===== src/rtl/lj_deser_pkg.sv =====
// Shared types for the left-justified deserializer.
package lj_deser_pkg;
    // Speed mode codes as seen on the speed input.
    typedef enum logic [1:0] {
        SPD_SINGLE = 2'd0,
        SPD_DOUBLE = 2'd1,
        SPD_QUAD   = 2'd2,
        SPD_RSVD   = 2'd3
    } speed_e;
endpackage


===== src/rtl/lj_sync.sv =====
// Multi-stage synchronizer for asynchronous serial inputs.
// Assumes each input holds a level for at least two clk cycles.
module lj_sync #(
    parameter int WIDTH  = 4,
    parameter int STAGES = 2
) (
    input  logic             clk,
    input  logic             rst_n,
    input  logic [WIDTH-1:0] din,
    output logic [WIDTH-1:0] dout
);
    logic [WIDTH-1:0] pipe [STAGES];

    // Shift the raw inputs through the synchronizer stages.
    always_ff @(posedge clk) begin
        if (!rst_n) begin
            for (int k = 0; k < STAGES; k++) pipe[k] <= '0;
        end else begin
            pipe[0] <= din;
            for (int k = 1; k < STAGES; k++) pipe[k] <= pipe[k-1];
        end
    end

    assign dout = pipe[STAGES-1];
endmodule


===== src/rtl/lj_lane.sv =====
// One data line: shifts bits MSB first into a left or right word.
// Assumes take is already limited to the first SAMPLE_W bits of a half.
module lj_lane #(
    parameter int SAMPLE_W = 24
) (
    input  logic                clk,
    input  logic                rst_n,
    input  logic                take,
    input  logic                left_half,
    input  logic                din,
    output logic [SAMPLE_W-1:0] left_word,
    output logic [SAMPLE_W-1:0] right_word
);
    // Shift the sampled bit into the word of the current half.
    always_ff @(posedge clk) begin
        if (!rst_n) begin
            left_word  <= '0;
            right_word <= '0;
        end else if (take) begin
            if (left_half) left_word  <= {left_word[SAMPLE_W-2:0], din};
            else           right_word <= {right_word[SAMPLE_W-2:0], din};
        end
    end

    assert_lane_idle_R3: assert property (@(posedge clk) disable iff (!rst_n)
        !take |=> ($stable(left_word) && $stable(right_word)));
    assert_lane_side_R2: assert property (@(posedge clk) disable iff (!rst_n)
        (take && left_half) |=> $stable(right_word));
endmodule


===== src/rtl/lj_ratio_mon.sv =====
// Measures bit clocks per frame, judges them against the speed mode,
// and tells the top when a complete legal frame has ended.
// Assumes a frame runs from one rising frame edge to the next.
module lj_ratio_mon
    import lj_deser_pkg::*;
#(
    parameter int RATIO_LO = 64,
    parameter int RATIO_HI = 128
) (
    input  logic   clk,
    input  logic   rst_n,
    input  logic   clr,
    input  logic   bclk_rise,
    input  logic   fclk_rise,
    input  speed_e speed,
    output logic   frame_ok,
    output logic   ratio_err,
    output logic   mode_err
);
    localparam int              CNT_W = $clog2(RATIO_HI) + 2;
    localparam logic [CNT_W-1:0] LO_C = CNT_W'(RATIO_LO);
    localparam logic [CNT_W-1:0] HI_C = CNT_W'(RATIO_HI);

    speed_e           spd_q;
    logic             armed;
    logic [CNT_W-1:0] fcnt;
    logic             mode_bad;
    logic             allowed;

    assign mode_bad = (spd_q == SPD_QUAD) || (spd_q == SPD_RSVD);
    assign allowed  = (fcnt == LO_C) || ((fcnt == HI_C) && (spd_q == SPD_SINGLE));
    assign frame_ok = armed && fclk_rise && !clr && !mode_bad && allowed;
    assign mode_err = mode_bad;

    // Register the speed mode.
    always_ff @(posedge clk) begin
        if (!rst_n) spd_q <= SPD_SINGLE;
        else        spd_q <= speed;
    end

    // Count bit clocks per frame, arm on the first frame edge, flag bad lengths.
    always_ff @(posedge clk) begin
        if (!rst_n) begin
            armed     <= 1'b0;
            fcnt      <= '0;
            ratio_err <= 1'b0;
        end else if (clr) begin
            armed <= 1'b0;
            fcnt  <= '0;
        end else if (fclk_rise) begin
            fcnt  <= '0;
            armed <= 1'b1;
            if (armed && !mode_bad && !allowed) ratio_err <= 1'b1;
        end else if (bclk_rise && (fcnt != '1)) begin
            fcnt <= fcnt + 1'b1;
        end
    end

    assert_err_sticky_R7: assert property (@(posedge clk) disable iff (!rst_n)
        ratio_err |=> ratio_err);
    assert_err_at_edge_R7: assert property (@(posedge clk) disable iff (!rst_n)
        $rose(ratio_err) |-> $past(fclk_rise));
endmodule


===== src/rtl/dual_lj_deser.sv =====
// Dual-line left-justified deserializer. Oversamples two clock pairs
// and the data lines in clk, picks one pair with clk_sel, and presents
// left/right words of every line with a one-cycle strobe per legal frame.
// Assumes every external clock phase lasts at least two clk cycles.
module dual_lj_deser
    import lj_deser_pkg::*;
#(
    parameter int NUM_LINES   = 2,
    parameter int SAMPLE_W    = 24,
    parameter int RATIO_LO    = 64,
    parameter int RATIO_HI    = 128,
    parameter int SYNC_STAGES = 2
) (
    input  logic                          clk,
    input  logic                          rst_n,
    input  logic                          dac_bclk,
    input  logic                          dac_fclk,
    input  logic                          adc_bclk,
    input  logic                          adc_fclk,
    input  logic                          clk_sel,
    input  logic [1:0]                    speed,
    input  logic [NUM_LINES-1:0]          sdin,
    output logic                          smp_valid,
    output logic [NUM_LINES*SAMPLE_W-1:0] left_data,
    output logic [NUM_LINES*SAMPLE_W-1:0] right_data,
    output logic                          ratio_err,
    output logic                          mode_err
);
    localparam int              HC_W   = $clog2(RATIO_HI) + 1;
    localparam int              BUS_W  = NUM_LINES * SAMPLE_W;
    localparam logic [HC_W-1:0] HC_LIM = HC_W'(SAMPLE_W);

    // Clock vector order: 0 dac bit, 1 dac frame, 2 adc bit, 3 adc frame.
    logic [3:0]           ck_cur;
    logic [3:0]           ck_prv;
    logic [3:0]           ck_rise;
    logic [NUM_LINES-1:0] dat_cur;
    logic                 sel_q;
    logic                 resync;
    logic                 b_rise;
    logic                 f_rise;
    logic                 f_tgl;
    logic                 f_lvl;
    logic [HC_W-1:0]      hcnt;
    logic                 take;
    logic                 frame_ok;
    logic [BUS_W-1:0]     lane_l;
    logic [BUS_W-1:0]     lane_r;

    lj_sync #(.WIDTH(4), .STAGES(SYNC_STAGES)) u_ck_sync (
        .clk  (clk),
        .rst_n(rst_n),
        .din  ({adc_fclk, adc_bclk, dac_fclk, dac_bclk}),
        .dout (ck_cur)
    );

    lj_sync #(.WIDTH(NUM_LINES), .STAGES(SYNC_STAGES)) u_dat_sync (
        .clk  (clk),
        .rst_n(rst_n),
        .din  (sdin),
        .dout (dat_cur)
    );

    // Keep the previous synchronized clock levels for edge detection.
    always_ff @(posedge clk) begin
        if (!rst_n) ck_prv <= '0;
        else        ck_prv <= ck_cur;
    end

    assign ck_rise = ck_cur & ~ck_prv;

    // Capture the select bit in reset and follow later changes as resyncs.
    always_ff @(posedge clk) begin
        if (!rst_n)      sel_q <= clk_sel;
        else if (resync) sel_q <= clk_sel;
    end

    assign resync = (clk_sel != sel_q);

    // Pick the edges of the selected clock pair after edge detection.
    always_comb begin
        if (sel_q) begin
            b_rise = ck_rise[0];
            f_rise = ck_rise[1];
            f_tgl  = ck_cur[1] ^ ck_prv[1];
            f_lvl  = ck_cur[1];
        end else begin
            b_rise = ck_rise[2];
            f_rise = ck_rise[3];
            f_tgl  = ck_cur[3] ^ ck_prv[3];
            f_lvl  = ck_cur[3];
        end
    end

    // Count bit clocks within the current half-frame, restart on frame edges.
    always_ff @(posedge clk) begin
        if (!rst_n)                        hcnt <= '0;
        else if (f_tgl)                    hcnt <= '0;
        else if (b_rise && (hcnt != '1))   hcnt <= hcnt + 1'b1;
    end

    assign take = b_rise && (hcnt < HC_LIM);

    for (genvar g = 0; g < NUM_LINES; g++) begin : g_lane
        lj_lane #(.SAMPLE_W(SAMPLE_W)) u_lane (
            .clk       (clk),
            .rst_n     (rst_n),
            .take      (take),
            .left_half (f_lvl),
            .din       (dat_cur[g]),
            .left_word (lane_l[g*SAMPLE_W +: SAMPLE_W]),
            .right_word(lane_r[g*SAMPLE_W +: SAMPLE_W])
        );
    end

    lj_ratio_mon #(.RATIO_LO(RATIO_LO), .RATIO_HI(RATIO_HI)) u_mon (
        .clk      (clk),
        .rst_n    (rst_n),
        .clr      (resync),
        .bclk_rise(b_rise),
        .fclk_rise(f_rise),
        .speed    (speed_e'(speed)),
        .frame_ok (frame_ok),
        .ratio_err(ratio_err),
        .mode_err (mode_err)
    );

    // Load all words together and strobe once per accepted frame.
    always_ff @(posedge clk) begin
        if (!rst_n) begin
            smp_valid  <= 1'b0;
            left_data  <= '0;
            right_data <= '0;
        end else begin
            smp_valid <= frame_ok;
            if (frame_ok) begin
                left_data  <= lane_l;
                right_data <= lane_r;
            end
        end
    end

    assert_valid_pulse_R5: assert property (@(posedge clk) disable iff (!rst_n)
        smp_valid |=> !smp_valid);
    assert_data_hold_R5: assert property (@(posedge clk) disable iff (!rst_n)
        !smp_valid |-> ($stable(left_data) && $stable(right_data)));
    assert_resync_drop_R10: assert property (@(posedge clk) disable iff (!rst_n)
        (clk_sel != sel_q) |=> !smp_valid);
    assert_no_valid_mode_R8: assert property (@(posedge clk) disable iff (!rst_n)
        mode_err |=> !smp_valid);
endmodule


===== config.mk =====
export PLATFORM = sky130hd
export DESIGN_NAME = dual_lj_deser
export DESIGN_NICKNAME = d
export VERILOG_FILES = /design/src/rtl/lj_deser_pkg.sv /design/src/rtl/lj_sync.sv /design/src/rtl/lj_lane.sv /design/src/rtl/lj_ratio_mon.sv /design/src/rtl/dual_lj_deser.sv
export SDC_FILE = /design/constraint.sdc
export NUM_CORES = 1
export LEC_CHECK = 0
export BUFFER_PORTS_ARGS = -buffer_cell sky130_fd_sc_hd__clkbuf_2
export CORE_ASPECT_RATIO = 0.5
export CORE_UTILIZATION = 40
export DETAILED_ROUTE_END_ITERATION = 10
export HOLD_SLACK_MARGIN = 0.03
export SLEW_MARGIN = 5
export SYNTH_ARGS = -nofsm -noshare
export SYNTH_HDL_FRONTEND = slang
export SYNTH_SLANG_ARGS = --single-unit

===== constraint.sdc =====
create_clock -name clk -period 2.4 [get_ports clk]
set_clock_uncertainty 0.05 [all_clocks]
set_input_delay 0.12 -clock clk [delete_from_list [all_inputs] [get_ports clk]]
set_output_delay 0.12 -clock clk [all_outputs]
set_load 0.005 [all_outputs]

Yosys cells after proc, flatten, opt, wreduce, memory -nomap -nowiden. Memory sizes are Yosys's and may differ from the RTL's. Index checks and enable logic that the tools add are counted.

Bits in registers: 219. Bits in latches: 0. Bits in writable memories: 12. Memory bits (read-only): 0. Bits of input ports: 11. Word-level logic and storage cells: 72. Memories kept: 2.

Memory list: u_ck_sync.pipe (depth 2, bits a word 4, rd ports 2, clocked after Yosys merged registers in 0, write ports 2, RTL line lj_sync.sv:12) `logic [WIDTH-1:0] pipe [STAGES];`; u_dat_sync.pipe (depth 2, bits a word 2, rd ports 2, clocked after Yosys merged registers in 0, write ports 2, RTL line lj_sync.sv:12).

$add $sub $neg: 2. Multipliers: 0. Divide/modulo/power cells: 0. Order comparisons: 1. Equality and inequality tests: 8. Shifts and indexed selects: 0. Mux-type cells: 12. Bitwise operators: 11. Reduce and logical (&&, ||, !) cells: 22.

Operator list (count): logical AND 1 bit (10); adder 9 x 1 -> 9 bit (second input constant) (1); == test 9 x 7 -> 1 bit (second input constant) (1); == test 9 x 8 -> 1 bit (second input constant) (1); != test 9 bit (second input constant) (1); adder 8 x 1 -> 8 bit (second input constant) (1); less-than comparator 8 x 5 -> 1 bit (second input constant) (1); two-way mux 1 bit (8); two-way mux 4 bit (2); != test 8 bit (second input constant) (1); AND 4 bit (1); == test 2 bit (second input constant) (2); two-way mux 2 bit (2); NOT 4 bit (1); bitwise OR 1 bit (4); AND reduction 2 bit (2); OR reduction 2 bit (2); zero test 1 bit (3); NOT 1 bit (3); AND reduction 3 bit (1); OR reduction 3 bit (1); zero test 2 bit (1); logical OR 1 bit (2); != test 2 x 1 -> 1 bit (second input constant) (1); other kinds (2) (3).

Logic depth before layout (Yosys ltp). Gate-level depths: netlist (run 1).

Depth after elaboration: 7. Gate-level depth with buffers: 9.

Cells and area by module. From an unflattened synthesis (run 1), not the netlist that was laid out.

Cells, all modules: 798. Area total of the unflattened synthesis: 8585.7 µm².

By module, submodules not included: dual_lj_deser (instances 1, cells an instance 383, area an instance 4036.4 µm², sequential area each 2212.1 µm²); lj_lane (instances 2, cells an instance 158, area an instance 1778.0 µm², sequential area each 960.9 µm²); lj_ratio_mon (instances 1, cells an instance 69, area an instance 633.1 µm², sequential area each 260.2 µm²); lj_sync (u_ck_sync) (instances 1, cells an instance 20, area an instance 240.2 µm², sequential area each 160.2 µm²); lj_sync (u_dat_sync) (instances 1, cells an instance 10, area an instance 120.1 µm², sequential area each 80.1 µm²).

Worst setup path after synthesis (run 1). Ideal clock, no wire load.

Kind: register to register. Start: reg sel_q. End: reg right_data[10]. Setup time: 0.072 ns. Arrival: 1.756 ns. Slack: 0.522 ns. Stages on the path, launching flop included: 9. Path buffers: 4. Period minus slack after synthesis: 1.878 ns. Path through: edfxtp_1 -> buf_2 -> nor3b_1 -> a31oi_1 -> nor4b_2 -> buf_4 -> buf_6 -> buf_6 -> mux2i_1.

Cells in the longest elaborated chain, start to end: 5.

Ends and longest elaborated chain: start: declaration (RTL line dual_lj_deser.sv:38) `logic sel_q;`; start signal: assignment (RTL line dual_lj_deser.sv:74) `if (!rst_n) sel_q <= clk_sel;`; start signal: assignment (RTL line dual_lj_deser.sv:75) `else if (resync) sel_q <= clk_sel;`; two-way mux 1 bit or != test 1 bit (tied branches) (RTL line dual_lj_deser.sv:82, dual_lj_deser.sv:78); logical AND 1 bit or zero test 1 bit (tied branches) (RTL line lj_ratio_mon.sv:32) `assign frame_ok = armed && fclk_rise && !clr && !mode_bad && allowed;`; logical AND 1 bit * (3 in series) (RTL line lj_ratio_mon.sv:32); end signal: assignment (RTL line dual_lj_deser.sv:138) `right_data <= lane_r;`; end: declaration (RTL line dual_lj_deser.sv:25) `output logic [NUM_LINES*SAMPLE_W-1:0] right_data,`.

Mark *: on every way between the ends. The rest lies on a longest branch, timed or not. A chain may end at the register's enable or synchronous reset.

Final worst setup path (run 1).
Start: reg u_mon.spd_q[1]. End: reg left_data[11].

Cells in the longest elaborated chain, start to end: 5.

Ends and longest elaborated chain: start: declaration (RTL line lj_ratio_mon.sv:24) `speed_e spd_q;`; start signal: assignment (RTL line lj_ratio_mon.sv:38) `else spd_q <= speed;`; == test 2 bit (RTL line lj_ratio_mon.sv:30) `assign mode_bad = (spd_q == SPD_QUAD) || (spd_q == SPD_RSVD);`; logical OR 1 bit (RTL line lj_ratio_mon.sv:30); zero test 1 bit (RTL line lj_ratio_mon.sv:32); logical AND 1 bit (RTL line lj_ratio_mon.sv:32); logical AND 1 bit * (RTL line lj_ratio_mon.sv:32); end signal: assignment (RTL line dual_lj_deser.sv:137) `left_data <= lane_l;`; end: declaration (RTL line dual_lj_deser.sv:24) `output logic [NUM_LINES*SAMPLE_W-1:0] left_data,`.

Marks and branches as above.

==> flow_metrics.env, run 1 <==
export IMPL_multiInputGateArea_um2=3527
export IMPL_min_period_ns=2.119
export IMPL_rows=37
export IMPL_fmax_mhz=472.0
export IMPL_status="complete, no violations"
export IMPL_fin_setup_tns_ns=0
export IMPL_clockRootBuffer="clkbuf_16"
export IMPL_globalplace_congestion=0.8174
export IMPL_antenna_found_initial=1
export IMPL_synth_warnings=0
export IMPL_die_area_um2=21920
export IMPL_synth_distinct_cells=47
export IMPL_grt_max_degree=97
export IMPL_syn_nets=935
export IMPL_ys_seq_area_share_pct=54.41
export IMPL_synthArstFlopShare_pct=0
export IMPL_crit_fanout=17
export IMPL_wl_per_cell_um=12.81
export IMPL_finalMaxSlewViolations=0
export IMPL_place_area_um2=9274
export IMPL_worstHoldPathType="primary input to flip-flop"
export IMPL_cts_sinks=231
export IMPL_fillers=1950
export IMPL_synth_cells=918
export IMPL_synth_enable_flop_cells=1
export IMPL_initial_core_util_pct=41.16
export IMPL_fp_coreArea_um2=20690
export IMPL_finalNetCount=1021
export IMPL_io_pins=110
export IMPL_max_slew_margin_pct=45.35
export IMPL_whs_ns=0.3269
export IMPL_syn_area_um2=8518
export IMPL_final_seq_area_um2=4634
export IMPL_min_period_over_period_pct=88.28
export IMPL_setup_viol=0
export IMPL_cts_tree="yes"
export IMPL_cts_resized=0
export IMPL_avgSynthCellArea_um2=9.279
export IMPL_viasPerCell=4.854
export IMPL_clkTransAtPathRegs_ns=0.07
export IMPL_tightest_slew_ns=0.8198
export IMPL_place_hpwl_um=10670
export IMPL_die_x_um=208.4
export IMPL_required_ns=2.77
export IMPL_area_growth_pct=18.65
export IMPL_path_class="flip-flop to flip-flop"
export IMPL_final_core_utilization_pct=48.84
export IMPL_p_leak_nw=3.608
export IMPL_fin_cells=1291
export IMPL_grtUsageTotal_pct=15.11
export IMPL_hold_viol=0
export IMPL_post_route_cell_area_um2=10110
export IMPL_vias=6266
export IMPL_portBuffers=109
export IMPL_htree_levels=1
export IMPL_drv_cap=0
export IMPL_grt_pass1_wl_um=27890
export IMPL_clkLatencyLatePin_ns=0.49
export IMPL_grt_pass1_vias=5825
export IMPL_rsz0062_at_grt="no"
export IMPL_drt_initial_drc_count=261
export IMPL_dr_pass1_iters=4
export IMPL_grt_ovfl_total=0
export IMPL_drive_above_1_share_pct=16.13
export IMPL_drc=0
export IMPL_vdd_ir_drop_max_mv=0.4854
export IMPL_powerDensity_nw_per_um2=754.1
export IMPL_place_inst=1244
export IMPL_cp_start_kind="flip-flop"
export IMPL_die_h_um=105.2
export IMPL_numCtsBuffers=21
export IMPL_cts_max_path_buffers=3
export IMPL_ys_flop_type="dfxtp_1"
export IMPL_ys_seq_elements=231
export IMPL_drt_total_wl_um=16540
export IMPL_ant_nets=0
export IMPL_end_kind="flip-flop"
export IMPL_arrival_ns=2.49
-- cell usage in the layout (no fill, tap or decap), types with 10 or more instances in the layout --
| cell type | instances |
|---|---|
| dfxtp_1 | 230 |
| nand2_1 | 211 |
| clkbuf_2 | 108 |
| mux2i_1 | 102 |
| nand3_1 | 101 |
| o21ai_0 | 99 |
| clkbuf_16 | 21 |
| and2_1 | 19 |
| nor2_1 | 11 |
| dlygate4sd3_1 | 10 |
-- where the power goes --
group          switching [W]  total [W]  leakage [nW]  internal, W
clock network        0.00143    0.00355         0.358      0.00213
registers          0.0000101    0.00386          1.87      0.00385
logic               0.000145   0.000207          1.38    0.0000619
total                0.00158    0.00762          3.61      0.00604
-- area by class of cell --
class,instances,share of cell area [%]
diodes,1,0.02476
clock buffers,25,5.645
clock inverters,11,1.585
inverters,8,0.2971
multi-input cells,610,34.90
flip-flops and latches,231,45.85
well taps,273,3.380
repair buffers,132,8.319
-- worst paths after layout --
path              cells after the start  slack, ns                        startpoint                               end
setup / recovery                      6       0.28         u_mon.spd_q[1]$_SDFF_PN0_        left_data[11]$_SDFFE_PN0P_
hold / removal                        3       0.33                          adc_bclk   u_ck_sync.pipe[0][2]$_SDFF_PN0_
setup reg to reg                      6       0.28         u_mon.spd_q[1]$_SDFF_PN0_        left_data[11]$_SDFFE_PN0P_
hold reg to reg                       1       0.38  u_dat_sync.pipe[0][0]$_SDFF_PN0_  u_dat_sync.pipe[0][2]$_SDFF_PN0_
-- critical path: stages, from the launching register on --
cell and delay, ns:
dfxtp_1 0.37, nor4b_1 0.31, o2111ai_1 0.23, nor4b_4 0.37, buf_4 0.29, buf_12 0.20
mux2i_1 0.21
-- state kept, by name, summed over array words and instances (netlist names) --
| signal | count |
|---|---|
| g_lane.u_lane.left_word | 48 |
| g_lane.u_lane.right_word | 48 |
| left_data | 48 |
| right_data | 48 |
| u_mon.fcnt | 9 |
| hcnt | 8 |
| u_ck_sync.pipe | 8 |
| ck_prv | 4 |
| u_dat_sync.pipe | 4 |
| u_mon.spd_q | 2 |
| sel_q | 1 |
| smp_valid | 1 |
| u_mon.armed | 1 |
| u_mon.ratio_err | 1 |
-- layer usage --
layer	global-route usage [%]	wire (µm)	vias to the layer above	part of all wire, %
met4	2.963	234	0	1.4
met3	3.396	633	23	3.8
li1	-	-	3291	-
met5	0	0	-	0
met1	20.43	8455	2873	51
met2	24.73	7212	79	44
-- cell usage after synthesis, types with 4 or more instances --
library cell	n	area, µm²
nor2_1	11	41.29
clkbuf_1	39	146.4
a211oi_1	4	30.03
o21ai_0	99	495.5
buf_2	10	50.05
ha_1	6	75.07
buf_1	8	30.03
buf_6	5	56.30
nand3_1	101	505.5
mux2i_1	102	1021
xnor2_1	7	61.31
or3_1	4	25.02
dfxtp_1	230	4604
inv_1	8	30.03
nand2_1	211	792.0
and2_1	19	118.9
buf_4	7	52.55
a21oi_1	4	20.02
-- per-stage QoR --
stage                     worst slack [ns]  power [W]
after floorplan                     0.5224   0.004093
after global placement              0.3665   0.004140
after detailed placement            0.2864   0.004144
after CTS                           0.2602   0.007725
after global routing               0.07300   0.007907
final                               0.2814   0.007622
-- cell families after synthesis --
kind of cell / after synthesis / synth area share [%]
XOR/XNOR: 7 / 0.7198
multiplexers: 103 / 12.12
AO/OA/AOI/OAI: 126 / 8.196
AND/OR/NAND/NOR: 368 / 19.39
buffers and inverters: 77 / 4.289
adder cells (fa/ha/maj): 6 / 0.8813
flip-flops: 231 / 54.41
-- what timing repair did --
item / 4_1_cts / 5_1_grt
setup buffers: 0 / 0
hold endpoints to repair: 16 / 0
hold buffers: 10 / 0
Note: power is estimated with default switching activity, not from simulation.
==> run 2, diff against run 1 <==
--- a/config.mk
+++ b/config.mk
@@ -8,8 +8,10 @@
 export BUFFER_PORTS_ARGS = -buffer_cell sky130_fd_sc_hd__clkbuf_2
 export CORE_ASPECT_RATIO = 0.5
 export CORE_UTILIZATION = 40
+export CTS_BUF_LIST = sky130_fd_sc_hd__clkbuf_2 sky130_fd_sc_hd__clkbuf_4 sky130_fd_sc_hd__clkbuf_8
 export DETAILED_ROUTE_END_ITERATION = 10
 export HOLD_SLACK_MARGIN = 0.03
+export SETUP_SLACK_MARGIN = 0.02
 export SLEW_MARGIN = 5
 export SYNTH_ARGS = -nofsm -noshare
 export SYNTH_HDL_FRONTEND = slang
==> run 2 against run 1 <==
Effect of this change: sequential share of layout area rose by 0.13 points; fmax rose by 0.11%; sequential power barely moved; flip-flop and latch count did not move; global-route usage rose by 0.41 points; total power fell by 4.0%; non-clock buffer count did not move; die area did not move; cell count rose by 1.6%; clock power fell by 8.5%; first-iteration DRC count rose by 29%; cell area fell by 0.28%.
==> flow_metrics.env, run 2 (same netlist as run 1, synthesis figures left out) <==
export IMPL_initial_core_util_pct=41.16
export IMPL_drv_cap=0
export IMPL_pre_cts_ws_ns=0.2864
export IMPL_worstReg2RegEnd="left_data[11]$_SDFFE_PN0P_"
export IMPL_finalNetCount=1034
export IMPL_arrival_ns=2.50
export IMPL_drc=0
export IMPL_cts_setup_buffers=0
export IMPL_grt_ovfl_total=0
export IMPL_p_leak_nw=3.622
export IMPL_r2r_slack_ns=0.28
export IMPL_vias=6316
export IMPL_finalMaxSlewViolations=0
export IMPL_fin_setup_tns_ns=0
export IMPL_grt_pass1_wl_um=28330
export IMPL_grt_max_degree=97
export IMPL_drt_initial_drc_count=336
export IMPL_layout_cells_most_common_list="dfxtp_1, nand2_1, clkbuf_2, mux2i_1, nand3_1"
export IMPL_place_area_um2=9274
export IMPL_place_hpwl_um=10670
export IMPL_min_to="u_ck_sync.pipe[0][3]$_SDFF_PN0_"
export IMPL_dr_pass1_iters=4
export IMPL_cp_start_kind="flip-flop"
export IMPL_cts_max_path_buffers=3
export IMPL_status="complete, no violations"
export IMPL_max_slew_margin_pct=44.84
export IMPL_vdd_ir_drop_max_mv=0.3187
export IMPL_setup_viol=0
export IMPL_end_kind="flip-flop"
export IMPL_layout_commonest_cell="dfxtp_1"
export IMPL_io_pins=110
export IMPL_portBuffers=109
export IMPL_hold_viol=0
export IMPL_cts_tree="yes"
export IMPL_min_period_over_period_pct=88.18
export IMPL_grtUsageTotal_pct=15.52
export IMPL_min_period_ns=2.116
export IMPL_die_x_um=208.4
export IMPL_rsz0062_at_grt="no"
export IMPL_cts_sinks=231
export IMPL_post_route_cell_area_um2=10080
export IMPL_powerDensity_nw_per_um2=726.0
export IMPL_clockRootBuffer="clkbuf_8"
export IMPL_die_area_um2=21920
export IMPL_path_class="flip-flop to flip-flop"
export IMPL_numCtsBuffers=34
export IMPL_crit_fanout=17
export IMPL_viasPerCell=4.814
export IMPL_globalplace_congestion=0.8174
export IMPL_drive_above_1_share_pct=17.92
export IMPL_cts_resized=0
export IMPL_fp_coreArea_um2=20690
export IMPL_worstHoldPathType="primary input to flip-flop"
export IMPL_required_ns=2.78
export IMPL_wl_per_cell_um=12.86
export IMPL_holdPathStages=3
export IMPL_fmax_mhz=472.5
export IMPL_grt_pass1_vias=5965
export IMPL_drt_total_wl_um=16870
export IMPL_tightest_slew_ns=0.8275
export IMPL_ant_nets=0
export IMPL_min_from="adc_fclk"
export IMPL_clkTransAtPathRegs_ns=0.07
export IMPL_r2r_cells=6
export IMPL_clkLatencyLatePin_ns=0.51
export IMPL_antenna_found_initial=1
export IMPL_die_h_um=105.2
export IMPL_r2r_start="u_mon.spd_q[1]$_SDFF_PN0_"
export IMPL_area_growth_pct=18.32
export IMPL_fin_cells=1312
export IMPL_htree_levels=2
export IMPL_place_inst=1244
export IMPL_rows=37
export IMPL_setup_ws_ns=0.2837
==> run 2: how the worst max path moves through the flow <==
stage	slack, ns	cells after the start	start	to
final	0.28	6	u_mon.spd_q[1]$_SDFF_PN0_	left_data[11]$_SDFFE_PN0P_
after global routing	0.07	7	u_ck_sync.pipe[0][7]$_SDFF_PN0_	left_data[24]$_SDFFE_PN0P_
after CTS	0.26	6	u_mon.spd_q[1]$_SDFF_PN0_	left_data[41]$_SDFFE_PN0P_
after detailed placement	0.29	6	u_mon.spd_q[1]$_SDFF_PN0_	left_data[11]$_SDFFE_PN0P_
after global placement	0.37	6	u_mon.spd_q[1]$_SDFF_PN0_	left_data[12]$_SDFFE_PN0P_
after floorplan	0.52	8	sel_q$_DFFE_PP_	right_data[10]$_SDFFE_PN0P_
==> run 2: final cells by class <==
type / instances / area [µm²]
Tap cell: 273 / 341.6
Antenna cell: 1 / 2.502
Multi-Input combinational cell: 610 / 3527
Timing Repair Buffer: 132 / 840.8
Fill cell: 1956 / 10620
Clock buffer: 53 / 679.4
Inverter: 8 / 30.03
Clock inverter: 4 / 22.52
Sequential cell: 231 / 4634
==> run 2: per-layer routing <==
metal	vias up	wire length (µm)	GRT usage (%)
met5	-	0	0
met4	0	172	4.180
met3	16	734	4.298
li1	3319	-	-
met2	79	7430	24.84
met1	2902	8533	20.52
==> run 2: stage by stage <==
step	utilization (%)	power [W]	hold WS, ns
after global routing	48.69	0.007627	0.2746
final	48.70	0.007317	0.3069
after global placement	44.82	0.004140	0.2790
after detailed placement	44.82	0.004144	0.2828
after CTS	48.69	0.007435	0.2701
after floorplan	-	0.004093	0.1689
==> run 2: where the power goes <==
part           switching (W)  internal [W]  total, W  leakage (nW)
clock                0.00145       0.00179   0.00325         0.372
sequential         0.0000101       0.00385   0.00386          1.87
combinational       0.000145     0.0000619  0.000207          1.38
total                0.00161       0.00571   0.00732          3.62
==> run 2: timing repair <==
item / CTS / global route
endpoints found under the setup margin: 0 / 0
hold endpoints to repair: 16 / 0
hold buffers: 10 / 0
==> run 2: critical path, cell delays in order (launching register included) <==
cell       delay (ns)
dfxtp_1          0.36
nor4b_1          0.31
o2111ai_1        0.23
nor4b_4          0.37
buf_4            0.30
buf_12           0.20
mux2i_1          0.21
==> run 3, diff against run 2 <==
--- a/config.mk
+++ b/config.mk
@@ -10,6 +10,7 @@
 export CORE_UTILIZATION = 40
 export CTS_BUF_LIST = sky130_fd_sc_hd__clkbuf_2 sky130_fd_sc_hd__clkbuf_4 sky130_fd_sc_hd__clkbuf_8
 export DETAILED_ROUTE_END_ITERATION = 10
+export GPL_TIMING_DRIVEN = 0
 export HOLD_SLACK_MARGIN = 0.03
 export SETUP_SLACK_MARGIN = 0.02
 export SLEW_MARGIN = 5
==> run 3 against run 2 <==
Effect of this change: wire length is 17% higher; die area unchanged; global-route usage rose by 2.5 points.
==> flow_metrics.env, run 3 (same netlist as run 1, synthesis figures left out) <==
export IMPL_initial_core_util_pct=41.16
export IMPL_worstReg2RegEnd="right_data[12]$_SDFFE_PN0P_"
export IMPL_tightest_slew_ns=0.8132
export IMPL_fin_setup_tns_ns=0
export IMPL_internal_power_w=0.005749
export IMPL_portBuffers=108
export IMPL_die_area_um2=21920
export IMPL_fmax_mhz=454.0
export IMPL_p_leak_nw=3.694
export IMPL_r2r_cells=8
export IMPL_viasPerCell=5.007
export IMPL_cts_tree="yes"
export IMPL_drv_cap=0
export IMPL_place_hpwl_um=13920
export IMPL_grt_ovfl_total=0
export IMPL_seqPwrFrac_pct=52.1
export IMPL_layout_cells_most_common_list="dfxtp_1, nand2_1, clkbuf_2, mux2i_1, nand3_1"
export IMPL_setup_viol=0
export IMPL_end_kind="flip-flop"
export IMPL_min_period_ns=2.203
export IMPL_arrival_ns=2.59
export IMPL_wl_per_cell_um=14.35
export IMPL_drt_initial_drc_count=370
export IMPL_status="complete, no violations"
export IMPL_area_growth_pct=20.17
export IMPL_ant_nets=0
export IMPL_min_from="rst_n"
export IMPL_powerDensity_nw_per_um2=724.0
export IMPL_required_ns=2.79
export IMPL_clkLatencyLatePin_ns=0.51
export IMPL_finalNetCount=1092
export IMPL_grt_pass1_wl_um=32170
export IMPL_io_pins=110
export IMPL_clkTransAtPathRegs_ns=0.06
export IMPL_numCtsBuffers=34
export IMPL_clockRootBuffer="clkbuf_8"
export IMPL_htree_levels=2
export IMPL_grt_max_degree=11
export IMPL_antenna_found_initial=0
export IMPL_grtUsageTotal_pct=18.00
export IMPL_rows=37
export IMPL_cts_max_path_buffers=3
export IMPL_fp_coreArea_um2=20690
export IMPL_vias=6870
export IMPL_dr_pass1_iters=5
export IMPL_post_route_cell_area_um2=10240
export IMPL_drt_total_wl_um=19700
export IMPL_cp_start_kind="flip-flop"
export IMPL_holdPathStages=4
export IMPL_cts_sinks=231
export IMPL_max_slew_margin_pct=45.79
export IMPL_layout_commonest_cell="dfxtp_1"
export IMPL_drc=0
export IMPL_die_h_um=105.2
export IMPL_rsz0062_at_grt="no"
export IMPL_drive_above_1_share_pct=18.29
export IMPL_r2r_start="sel_q$_DFFE_PP_"
export IMPL_finalMaxSlewViolations=0
export IMPL_antenna_cells=0
export IMPL_hold_viol=0
export IMPL_globalplace_congestion=0.8204
export IMPL_min_period_over_period_pct=91.78
export IMPL_grt_pass1_vias=6468
export IMPL_place_area_um2=9400
export IMPL_p_sw_share_pct=22.42
export IMPL_min_to="hcnt[7]$_SDFFE_PP0P_"
export IMPL_vdd_ir_drop_max_mv=0.2609
export IMPL_die_x_um=208.4
export IMPL_worstHoldPathType="primary input to flip-flop"
export IMPL_clkPwrFrac_pct=44.6
export IMPL_p_comb_share_pct=3.2
export IMPL_whs_ns=0.2030
export IMPL_path_class="flip-flop to flip-flop"
export IMPL_switching_power_w=0.001662
export IMPL_crit_fanout=10
export IMPL_r2r_slack_ns=0.20
-- run 3: cell count changes in the layout (fill, tap and decap cells not counted), moves of 4 or more --
cell	before	now
buf_1	0	8
buf_2	0	10
clkbuf_1	0	39
buf_12	7	0
buf_6	0	5
buf_4	6	11
clkbuf_4	8	12
-- run 3: timing repair --
item / in CTS / in global routing
setup endpoints to repair: 40 / 2
gates resized for setup: 0 / 0
hold buffers: 9 / 0
setup buffers: 1 / 3
cloned: 0 / 0
pin swaps: 1 / 1
endpoints found under the hold margin: 11 / 0
-- run 3: layout make-up --
| type | count | area (µm²) |
|---|---|---|
| inverter | 8 | 30.03 |
| clock buffer | 56 | 695.7 |
| tap | 273 | 341.6 |
| sequential | 231 | 4634 |
| multi-input combinational | 610 | 3518 |
| fill | 1972 | 10460 |
| buffer | 69 | 335.3 |
| clock inverter | 4 | 20.02 |
| timing repair buffer | 121 | 660.6 |
-- run 3: worst max-delay path by stage --
stage,cells after the start,startpoint,end,slack (ns)
after floorplan,8,sel_q$_DFFE_PP_,right_data[10]$_SDFFE_PN0P_,0.52
after global placement,6,sel_q$_DFFE_PP_,g_lane[1].u_lane.left_word[22]$_SDFFE_PN0P_,0.03
after detailed placement,6,sel_q$_DFFE_PP_,g_lane[1].u_lane.left_word[9]$_SDFFE_PN0P_,0.007
after CTS,6,hcnt[4]$_SDFFE_PP0P_,g_lane[0].u_lane.right_word[9]$_SDFFE_PN0P_,0.18
after global routing,8,sel_q$_DFFE_PP_,right_data[37]$_SDFFE_PN0P_,0.05
final,8,sel_q$_DFFE_PP_,right_data[12]$_SDFFE_PN0P_,0.20
-- run 3: layer usage --
layer	share of wire (%)	GRT usage [%]
met5	0	0
met4	1.5	4.656
met3	5.6	4.989
met2	44	28.38
met1	49	24.19
-- run 3: power by group through the flow --
stage	logic, W	clock network, W	registers (W)
floorplan	0.000147	0	0.00395
global placement	0.000220	0	0.00395
detailed placement	0.000222	0	0.00395
CTS	0.000235	0.00338	0.00386
global route	0.000266	0.00358	0.00386
finish	0.000238	0.00331	0.00386
-- run 3: critical path, stage by stage, from the launching register on --
cell and delay [ns]:
edfxtp_1 0.45, buf_2 0.23, nor3b_1 0.19, a31oi_1 0.10, nor4b_2 0.28, buf_4 0.23, buf_6 0.20, buf_6 0.19
mux2i_1 0.20
-- run 3: per-stage QoR --
stage          setup WS [ns]  total power, W  util (%)  cells
2_1_floorplan         0.5224        0.004093         -    918
3_3_place_gp         0.03402        0.004170     45.43   1299
3_5_place_dp        0.007307        0.004171     45.43   1299
4_1_cts               0.1759        0.007477     49.36   1369
5_1_grt              0.04703        0.007705     49.46   1372
6_report              0.1973        0.007411     49.46   1372
